## config.mk

```make
export PLATFORM = sky130hd
export DESIGN_NAME = mtrk_event_sched
export DESIGN_NICKNAME = d
export VERILOG_FILES = /design/src/rtl/mtrk_pkg.sv /design/src/rtl/mtrk_match.sv /design/src/rtl/mtrk_pick.sv /design/src/rtl/mtrk_emitter.sv /design/src/rtl/mtrk_event_sched.sv
export SDC_FILE = /design/constraint.sdc
export NUM_CORES = 1
export LEC_CHECK = 0
export ABC_AREA = 0
export BUFFER_PORTS_ARGS = -buffer_cell sky130_fd_sc_hd__clkbuf_2
export CORE_AREA = 2 2 161 163
export DETAILED_ROUTE_END_ITERATION = 8
export DIE_AREA = 0 0 163 165
export PLACE_DENSITY = 0.49
export SLEW_MARGIN = 20
export SYNTH_ARGS = -nofsm -noshare
export SYNTH_HDL_FRONTEND = slang
export SYNTH_HIERARCHICAL = 1
export SYNTH_SLANG_ARGS = --single-unit
```

## constraint.sdc

```tcl
create_clock -name clk -period 4.1 [get_ports clk]
set_clock_uncertainty 0.05 [all_clocks]
set_input_delay 0.82 -clock clk [delete_from_list [all_inputs] [get_ports clk]]
set_output_delay 0.82 -clock clk [all_outputs]
set_load 0.01 [all_outputs]
```

## src/rtl/mtrk_pkg.sv

```systemverilog
package mtrk_pkg;

  localparam int CH_W = 4;

  localparam logic [7:0] CODE_PROG  = 8'h7A;
  localparam logic [7:0] CODE_PRESS = 8'h7B;
  localparam logic [7:0] CODE_BEND  = 8'h7C;
  localparam logic [7:0] CODE_SYSX  = 8'h7D;

  typedef enum logic [1:0] {
    ST_IDLE = 2'd0,
    ST_SCAN = 2'd1,
    ST_EMIT = 2'd2
  } sched_st_t;

  // Decoded event: status byte, total bytes to send, and whether the
  // second byte is the type code itself (note key number).
  typedef struct packed {
    logic [7:0] status;
    logic [1:0] nbytes;
    logic       key_from_code;
  } evdec_t;

  function automatic evdec_t decode_code(input logic [7:0] code,
                                         input logic [CH_W-1:0] ch);
    evdec_t d;
    d.status        = 8'h00;
    d.nbytes        = 2'd0;
    d.key_from_code = 1'b0;
    if (code < CODE_PROG) begin
      d.status        = {4'h9, ch};
      d.nbytes        = 2'd3;
      d.key_from_code = 1'b1;
    end else begin
      case (code)
        CODE_PROG:  begin d.status = {4'hC, ch}; d.nbytes = 2'd2; end
        CODE_PRESS: begin d.status = {4'hD, ch}; d.nbytes = 2'd2; end
        CODE_BEND:  begin d.status = {4'hE, ch}; d.nbytes = 2'd3; end
        CODE_SYSX:  begin d.status = 8'hF0;      d.nbytes = 2'd1; end
        default:    begin d.status = 8'h00;      d.nbytes = 2'd0; end
      endcase
    end
    return d;
  endfunction

endpackage

```

## src/rtl/mtrk_match.sv

```systemverilog
// Per-track eligibility: serviceable and due at the current position.
module mtrk_match #(
  parameter int NTRK = 8,
  parameter int TW   = 16
) (
  input  logic [NTRK-1:0]         active_mask,
  input  logic [NTRK-1:0]         mute_mask,
  input  logic [NTRK-1:0]         ev_valid,
  input  logic [NTRK-1:0][TW-1:0] ev_time,
  input  logic [TW-1:0]           pos,
  output logic [NTRK-1:0]         due
);
  for (genvar g = 0; g < NTRK; g++) begin : g_trk
    assign due[g] = active_mask[g] & ~mute_mask[g] & ev_valid[g] &
                    (ev_time[g] == pos);
  end
endmodule

```

## src/rtl/mtrk_pick.sv

```systemverilog
// Selects the track under service and decodes its event.
module mtrk_pick
  import mtrk_pkg::*;
#(
  parameter int NTRK = 8,
  localparam int IW  = (NTRK > 1) ? $clog2(NTRK) : 1
) (
  input  logic [IW-1:0]             idx,
  input  logic [NTRK-1:0][7:0]      ev_code,
  input  logic [NTRK-1:0][CH_W-1:0] ev_chan,
  input  logic [NTRK-1:0][7:0]      ev_d0,
  input  logic [NTRK-1:0][7:0]      ev_d1,
  output evdec_t                    dec,
  output logic [7:0]                byte1,
  output logic [7:0]                byte2
);
  logic [7:0]      code;
  logic [CH_W-1:0] ch;
  logic [7:0]      d0, d1;

  always_comb begin
    code  = ev_code[idx];
    ch    = ev_chan[idx];
    d0    = ev_d0[idx];
    d1    = ev_d1[idx];
    dec   = decode_code(code, ch);
    byte1 = dec.key_from_code ? code : d0;
    byte2 = dec.key_from_code ? d0   : d1;
  end
endmodule

```

## src/rtl/mtrk_emitter.sv

```systemverilog
// Holds one decoded event and streams its bytes over valid/ready.
module mtrk_emitter (
  input  logic       clk,
  input  logic       rst_n,
  input  logic       load,
  input  logic [7:0] status,
  input  logic [7:0] byte1,
  input  logic [7:0] byte2,
  input  logic [1:0] nbytes,
  output logic       out_valid,
  input  logic       out_ready,
  output logic [7:0] out_byte,
  output logic       done
);
  logic       busy;
  logic [1:0] cnt, last;
  logic [7:0] s_q, b1_q, b2_q;

  always_ff @(posedge clk) begin
    if (!rst_n) begin
      busy <= 1'b0;
      cnt  <= 2'd0;
      last <= 2'd0;
      s_q  <= 8'h00;
      b1_q <= 8'h00;
      b2_q <= 8'h00;
    end else if (load) begin
      busy <= 1'b1;
      cnt  <= 2'd0;
      last <= nbytes - 2'd1;
      s_q  <= status;
      b1_q <= byte1;
      b2_q <= byte2;
    end else if (busy && out_ready) begin
      if (cnt == last) busy <= 1'b0;
      else             cnt  <= cnt + 2'd1;
    end
  end

  always_comb begin
    out_valid = busy;
    done      = busy && out_ready && (cnt == last);
    case (cnt)
      2'd0:    out_byte = s_q;
      2'd1:    out_byte = b1_q;
      default: out_byte = b2_q;
    endcase
  end

  // a stalled byte is held
  p_hold_r11: assert property (@(posedge clk) disable iff (!rst_n)
    (out_valid && !out_ready) |=> (out_valid && $stable(out_byte)));
  // every message opens with a status byte
  p_status_msb_r5: assert property (@(posedge clk) disable iff (!rst_n)
    (out_valid && cnt == 2'd0) |-> out_byte[7]);
endmodule

```

## src/rtl/mtrk_event_sched.sv

```systemverilog
module mtrk_event_sched
  import mtrk_pkg::*;
#(
  parameter int NTRK = 8,
  parameter int TW   = 16,
  localparam int IW  = (NTRK > 1) ? $clog2(NTRK) : 1
) (
  input  logic                      clk,
  input  logic                      rst_n,
  input  logic                      tick_valid,
  output logic                      tick_ready,
  input  logic [TW-1:0]             tick_pos,
  input  logic [NTRK-1:0]           active_mask,
  input  logic [NTRK-1:0]           mute_mask,
  input  logic [NTRK-1:0]           ev_valid,
  input  logic [NTRK-1:0][TW-1:0]   ev_time,
  input  logic [NTRK-1:0][7:0]      ev_code,
  input  logic [NTRK-1:0][CH_W-1:0] ev_chan,
  input  logic [NTRK-1:0][7:0]      ev_d0,
  input  logic [NTRK-1:0][7:0]      ev_d1,
  output logic                      out_valid,
  input  logic                      out_ready,
  output logic [7:0]                out_byte,
  output logic [NTRK-1:0]           consume
);
  localparam logic [IW-1:0] LAST_IDX = IW'(NTRK - 1);

  sched_st_t       st;
  logic [TW-1:0]   pos_q;
  logic [IW-1:0]   idx;
  logic [NTRK-1:0] trk_bit;
  logic [NTRK-1:0] due;
  evdec_t          dec;
  logic [7:0]      byte1, byte2;
  logic            hit, load, drop, em_done;

  mtrk_match #(.NTRK(NTRK), .TW(TW)) i_match (
    .active_mask(active_mask), .mute_mask(mute_mask), .ev_valid(ev_valid),
    .ev_time(ev_time), .pos(pos_q), .due(due)
  );

  mtrk_pick #(.NTRK(NTRK)) i_pick (
    .idx(idx), .ev_code(ev_code), .ev_chan(ev_chan), .ev_d0(ev_d0),
    .ev_d1(ev_d1), .dec(dec), .byte1(byte1), .byte2(byte2)
  );

  mtrk_emitter i_emit (
    .clk(clk), .rst_n(rst_n), .load(load), .status(dec.status),
    .byte1(byte1), .byte2(byte2), .nbytes(dec.nbytes),
    .out_valid(out_valid), .out_ready(out_ready), .out_byte(out_byte),
    .done(em_done)
  );

  always_comb begin
    hit        = |(due & trk_bit);
    tick_ready = (st == ST_IDLE);
    load       = (st == ST_SCAN) && hit && (dec.nbytes != 2'd0);
    drop       = (st == ST_SCAN) && hit && (dec.nbytes == 2'd0);
    consume    = (drop || ((st == ST_EMIT) && em_done)) ? trk_bit : '0;
  end

  always_ff @(posedge clk) begin
    if (!rst_n) begin
      st      <= ST_IDLE;
      pos_q   <= '0;
      idx     <= '0;
      trk_bit <= NTRK'(1);
    end else begin
      case (st)
        ST_IDLE: if (tick_valid) begin
          pos_q   <= tick_pos;
          idx     <= '0;
          trk_bit <= NTRK'(1);
          st      <= ST_SCAN;
        end
        ST_SCAN: begin
          if (load) begin
            st <= ST_EMIT;
          end else if (!hit) begin
            if (idx == LAST_IDX) begin
              st <= ST_IDLE;
            end else begin
              idx     <= idx + IW'(1);
              trk_bit <= {trk_bit[NTRK-2:0], trk_bit[NTRK-1]};
            end
          end
        end
        ST_EMIT: if (em_done) st <= ST_SCAN;
        default: st <= ST_IDLE;
      endcase
    end
  end

  // at most one track released at a time
  p_consume_onehot_r2: assert property (@(posedge clk) disable iff (!rst_n)
    $onehot0(consume));
  // masked tracks are never released
  p_masked_r3: assert property (@(posedge clk) disable iff (!rst_n)
    (consume & (~active_mask | mute_mask)) == '0);
  // no new position while bytes are in flight
  p_tick_busy_r10: assert property (@(posedge clk) disable iff (!rst_n)
    out_valid |-> !tick_ready);
  // an accepted tick starts a pass
  p_tick_accept_r10: assert property (@(posedge clk) disable iff (!rst_n)
    (tick_valid && tick_ready) |=> !tick_ready);
  // release coincides with the final handshake, or no byte is pending
  p_consume_hs_r12: assert property (@(posedge clk) disable iff (!rst_n)
    (|consume) |-> (!out_valid || out_ready));

  for (genvar g = 0; g < NTRK; g++) begin : g_chk
    // a released event was due at the accepted position
    p_time_match_r4: assert property (@(posedge clk) disable iff (!rst_n)
      consume[g] |-> (ev_valid[g] && ev_time[g] == pos_q));
  end
endmodule

```

* After elaboration in Yosys (flattened, before gate mapping)
Index checks and enable logic that the tools add are counted.
Word-level totals: register bits 58, ROM bits 0, bits in writable memories 0, bits in latches 0, memories kept 0, input port bits 396
Operators by class: reductions and logical operators 21, equality and inequality tests 24, div/mod/pow operators 0, order comparisons 2, bitwise operators 35, multiplexer cells 34, multipliers 0, $add $sub $neg 3, shifts and indexed selects 0
Operators with widths (count):
- == test 16 bit | 8
- 2-to-1 mux 8 bit | 10
- binary-select mux 8 bit (select 3 bit) | 3
- one-hot mux 10 bit (4 select lines) | 1
- == test 8 x 7 -> 1 bit, second input constant | 4
- one-hot mux 8 bit (2 select lines) | 2
- AND 1 bit | 24
- binary-select mux 4 bit (select 3 bit) | 1
- 2-to-1 mux 3 bit | 4
- 2-to-1 mux 10 bit | 1
- 2-to-1 mux 2 bit | 5
- inequality test 2 bit, second input constant | 5
- inverter 1 bit | 10
- AND 8 bit | 1
- less-than comparator 8 x 7 -> 1 bit, second input constant | 1
- nonzero test 2 bit | 4
- OR reduction 8 bit | 1
- logical AND 1 bit | 6
- logical NOT 2 bit | 3
- one-hot mux 2 bit (3 select lines) | 1
- one-hot mux 3 bit (2 select lines) | 1
- AND reduction 2 bit | 3
- AND reduction 5 bit | 1
- == test 2 x 1 -> 1 bit, second input constant | 2
- 14 further kinds | 17

* Logic depth before layout (Yosys ltp)
depth in word-level cells 10, mapped depth 13, depth with buffers taken out 10

* By module
The synthesis kept the hierarchy.
Modules (own cells, without submodules):
- mtrk_pick | times used 1, area each 2175.8 um^2, sequential area each 0.0 um^2, cells an instance 167
- mtrk_match | times used 1, area each 1646.6 um^2, sequential area each 0.0 um^2, cells an instance 200
- mtrk_emitter | times used 1, area each 1320.0 um^2, sequential area each 580.6 um^2, cells an instance 134
- mtrk_event_sched | times used 1, area each 1237.4 um^2, sequential area each 580.6 um^2, cells an instance 136

* Worst setup path after synthesis
OpenSTA, ideal clock, no wires.
kind input port to output port, from in ev_code[27] (netlist name), to out consume[0], data required time 3.230 ns, stages 7, buffers on the path 0, data arrival time 2.534 ns, setup slack 0.696 ns, path through mux4_1 > and3_1 > o211a_2 > a21oi_2 > nor2_1 > a32o_1 > and2_1
RTL lines:
- from (decl) | line mtrk_event_sched.sv:17 | input logic [NTRK-1:0][7:0] ev_code,
- to (decl) | line mtrk_event_sched.sv:24 | output logic [NTRK-1:0] consume

==> summary.txt <==
Run status
  – Status: finished clean

Critical path
  – Worst reg2reg setup slack: 1.01 ns
  – Reg2Reg Capture Point: i_emit/cnt[1]
  – CP Class: reg -> out
  – Cells on worst reg2reg path: 11
  – Reg2reg start: idx[0]
  – Worst setup SP type: register
  – Worst EP required: 3.23 ns
  – CP max FO: 11
  – Critical Path Sink Type: primary output
  – WP data arrival: 2.98 ns

Min path
  – Hold depth: 2
  – Hold EP: i_emit/cnt[1]
  – Hold Startpoint: i_emit/cnt[1]
  – Min-Delay Path Class: reg -> reg

Logic synthesis
  – Mux cell area share after synthesis: 31.8%
  – Synth Area in Adders: 0.941%
  – FFs w/ async S/R, synth: 0%
  – Sequential share of the synthesized area: 18.2%
  – Main combinational cell family by area after synthesis: multiplexers
  – Mapped Area: 6380 um2
  – Synthesized Nets: 1037
  – Cells after synthesis: 637
  – Post-Synth XOR/XNOR Area: 18.1%
  – Post-synthesis cell type count: 54
  – Main synth FF type: dfxtp_1
  – Syn Area/Cell: 10.0 um2
  – Synth warn: 6
  – Compound-Gate Fraction of Synth Area: 8.57%
  – Register bit total from synthesis: 58
  – Simple-gate area share of the yosys netlist: 15.7%
  – Post-synth EDFFs: 0

Routing
  – Detailed Route Iter0 Violations: 285
  – DR vias/cell: 4.73
  – WL/cell: 19.4 um
  – Routed Antenna Nets: 0
  – Final wirelength: 26.6 mm
  – TritonRoute pass-1 iters: 5
  – # DRC: 0
  – Vias: 6479

Global routing
  – Initial antenna violation count: 0
  – Largest net degree at the start of global routing: 39
  – First-pass GRT wire length: 38.1 mm
  – Overflow after GRT: 0
  – All-Layer GR Usage: 19.0%
  – Vias in the first global route: 6643

Timing
  – Fin. max-slew vios: 0
  – Slew @ Worst Pin: 0.703 ns
  – Fin worst setup slack: 0.246 ns
  – Clock period minus worst slack: 3.85 ns
  – Unrepaired setup endpoints after global routing: no
  – Slew headroom: 53.1%
  – Final period utilization: 94.0%
  – Endpoints failing setup: 0
  – Fin Setup TNS: 0 ns
  – Fin. Hold Viols: 0
  – Max frequency: 259 MHz

Clocking
  – Setup fix buffers added after clock tree synthesis: 0
  – Clock buffer depth: 2
  – Clock buffer count from CTS: 9
  – Clock transition at path regs: 0.06 ns
  – Clock sink count: 58
  – CTS tree: yes
  – # resized after CTS: 0
  – Clock Tree Root: clkbuf_16
  – Post-CTS Hold Buffers: 0
  – H-tree levels: 3
  – Worst-skew pair later-pin latency: 0.33 ns

Floorplanning
  – Die height: 165 um
  – IO Pins: 414
  – FP Rows: 58
  – Starting Density: 25.5%
  – Die width: 163 um
  – Floorplan Core Area: 25000 um2
  – Area of the die: 26900 um2

Placement
  – Gp weighted congestion: 0.869
  – DP Cell Count: 1355
  – Post-DP HPWL: 23.0 mm
  – Dpl ws: 0.265 ns
  – Port bufs: 413

Power
  – Peak supply drop: 179 uV
  – Leak pwr: 4.37 nW
  – Cell Pwr Density: 238 nW/um2

Cells and area
  – Layout Cells excl Fill: 1371
  – Area taken by multi-input logic gates: 4810 um2
  – Area occupied by registers: 1170 um2
  – Share of layout cells above drive strength 1: 51.2%
  – ANT cells: 0
  – # fillers: 2582
  – Area growth syn-to-layout: 41.1%
  – Nets@finish: 1436

Flow run
  – Max cap viols: 0
==> Yosys cell counts (8+ instances only) <==
cell      instances  area (um2)
nor4_2            8         100
mux4_2           51        1150
clkbuf_1         11        41.3
a22oi_1          14         105
xor2_1          130        1140
a22o_1           11        96.3
nor4_1           25         156
inv_1             8        30.0
a21boi_0         17         128
dfxtp_1          58        1160
buf_2            16        80.1
buf_6            18         203
nor3_1           11        55.1
nor2_1           10        37.5
mux2i_1          70         701
nand2_1          70         263
nand4_1          13        81.3
and2_1            9        56.3
nor2b_1          27         169
==> flip-flops by register name (all words and copies together), names as in the netlist <==
name	flops
i_emit/out_valid	1
i_emit/b1_q	8
pos_q	16
trk_bit	8
idx	3
i_emit/cnt	2
i_emit/b2_q	8
i_emit/s_q	8
st	2
i_emit/last	2
==> area by class of cell <==
type | count | area share [%]
well taps | 330 | 4.59
repair buffers | 438 | 25.1
multi-input cells | 521 | 53.4
inverters | 8 | 0.334
clock buffers | 10 | 2.78
clock inverters | 6 | 0.792
flip-flops and latches | 58 | 13.0
==> how the worst max path moves through the flow <==
stage	startpoint	end	slack, ns	cells after the start
3_3_place_gp	ev_code[27]	consume[3]	0.32	9
4_1_cts	pos_q[12]	consume[1]	0.15	10
2_1_floorplan	ev_code[27]	consume[0]	0.70	7
5_1_grt	pos_q[5]	consume[1]	0.02	9
6_report	idx[0]	consume[3]	0.25	8
3_5_place_dp	ev_code[27]	consume[1]	0.27	9
==> worst max-delay path, cell delays in order, from the launching register on <==
cell	delay (ns)
dfxtp_4	0.49
mux4_1	0.63
and3_1	0.23
o211a_2	0.31
a21oi_2	0.22
nor2_1	0.12
a32o_1	0.32
and2_1	0.20
clkbuf_2	0.12
==> cell families (layout without fill, tap and decap cells) <==
group,after synthesis,after routing
xor+xnor,132,132
simple gates,184,184
fa+ha+maj,5,5
buf+inv,58,462
compound gates,69,69
mux,131,131
flops,58,58
==> per-layer routing <==
layer / track usage (%) / routed length (um) / share of wire (%)
met2: 32.8 / 13000 / 49
met1: 24.5 / 11600 / 44
met4: 4.75 / 526 / 2.0
met5: 0 / 0 / 0
met3: 3.39 / 1490 / 5.6
==> cells in the final DEF, fill, tap and decap left out, types with 4 or more instances in the layout <==
| cell | synthesis | routed |
|---|---|---|
| buf_4 | 2 | 25 |
| nor4_2 | 8 | 9 |
| a22o_1 | 11 | 11 |
| nor3_1 | 11 | 11 |
| nand4_1 | 13 | 13 |
| nand2_1 | 70 | 70 |
| mux2i_1 | 70 | 70 |
| clkbuf_2 | 0 | 413 |
| a21oi_1 | 4 | 4 |
| xor2_1 | 130 | 130 |
| and2_1 | 9 | 9 |
| dfxtp_1 | 58 | 53 |
| inv_1 | 8 | 8 |
| mux4_2 | 51 | 51 |
| mux4_1 | 4 | 4 |
| nor2_1 | 10 | 10 |
| clkbuf_16 | 0 | 10 |
| a22oi_1 | 14 | 14 |
| ha_1 | 4 | 4 |
| o31ai_1 | 4 | 4 |
| a21boi_0 | 17 | 17 |
| nor2b_1 | 27 | 26 |
| nor4_1 | 25 | 24 |
==> per-stage QoR <==
step                hold slack [ns]  power, mW  cell area, um2  util [%]
finish                        0.447       2.15            9000      35.9
CTS                           0.449       2.17            8990      35.9
global placement              0.432       1.35            8670      34.6
floorplan                     0.382       1.06            6380         -
detailed placement            0.442       1.36            8670      34.6
global route                  0.476       2.26            9000      35.9
==> where the power goes <==
group | leakage [nW] | internal [mW] | total, mW | switching, mW
Sequential | 0.473 | 0.579 | 0.622 | 0.0424
Clock | 0.151 | 0.512 | 0.803 | 0.291
Combinational | 3.74 | 0.391 | 0.721 | 0.330
No activity file was read; power rests on OpenSTA's default activity.
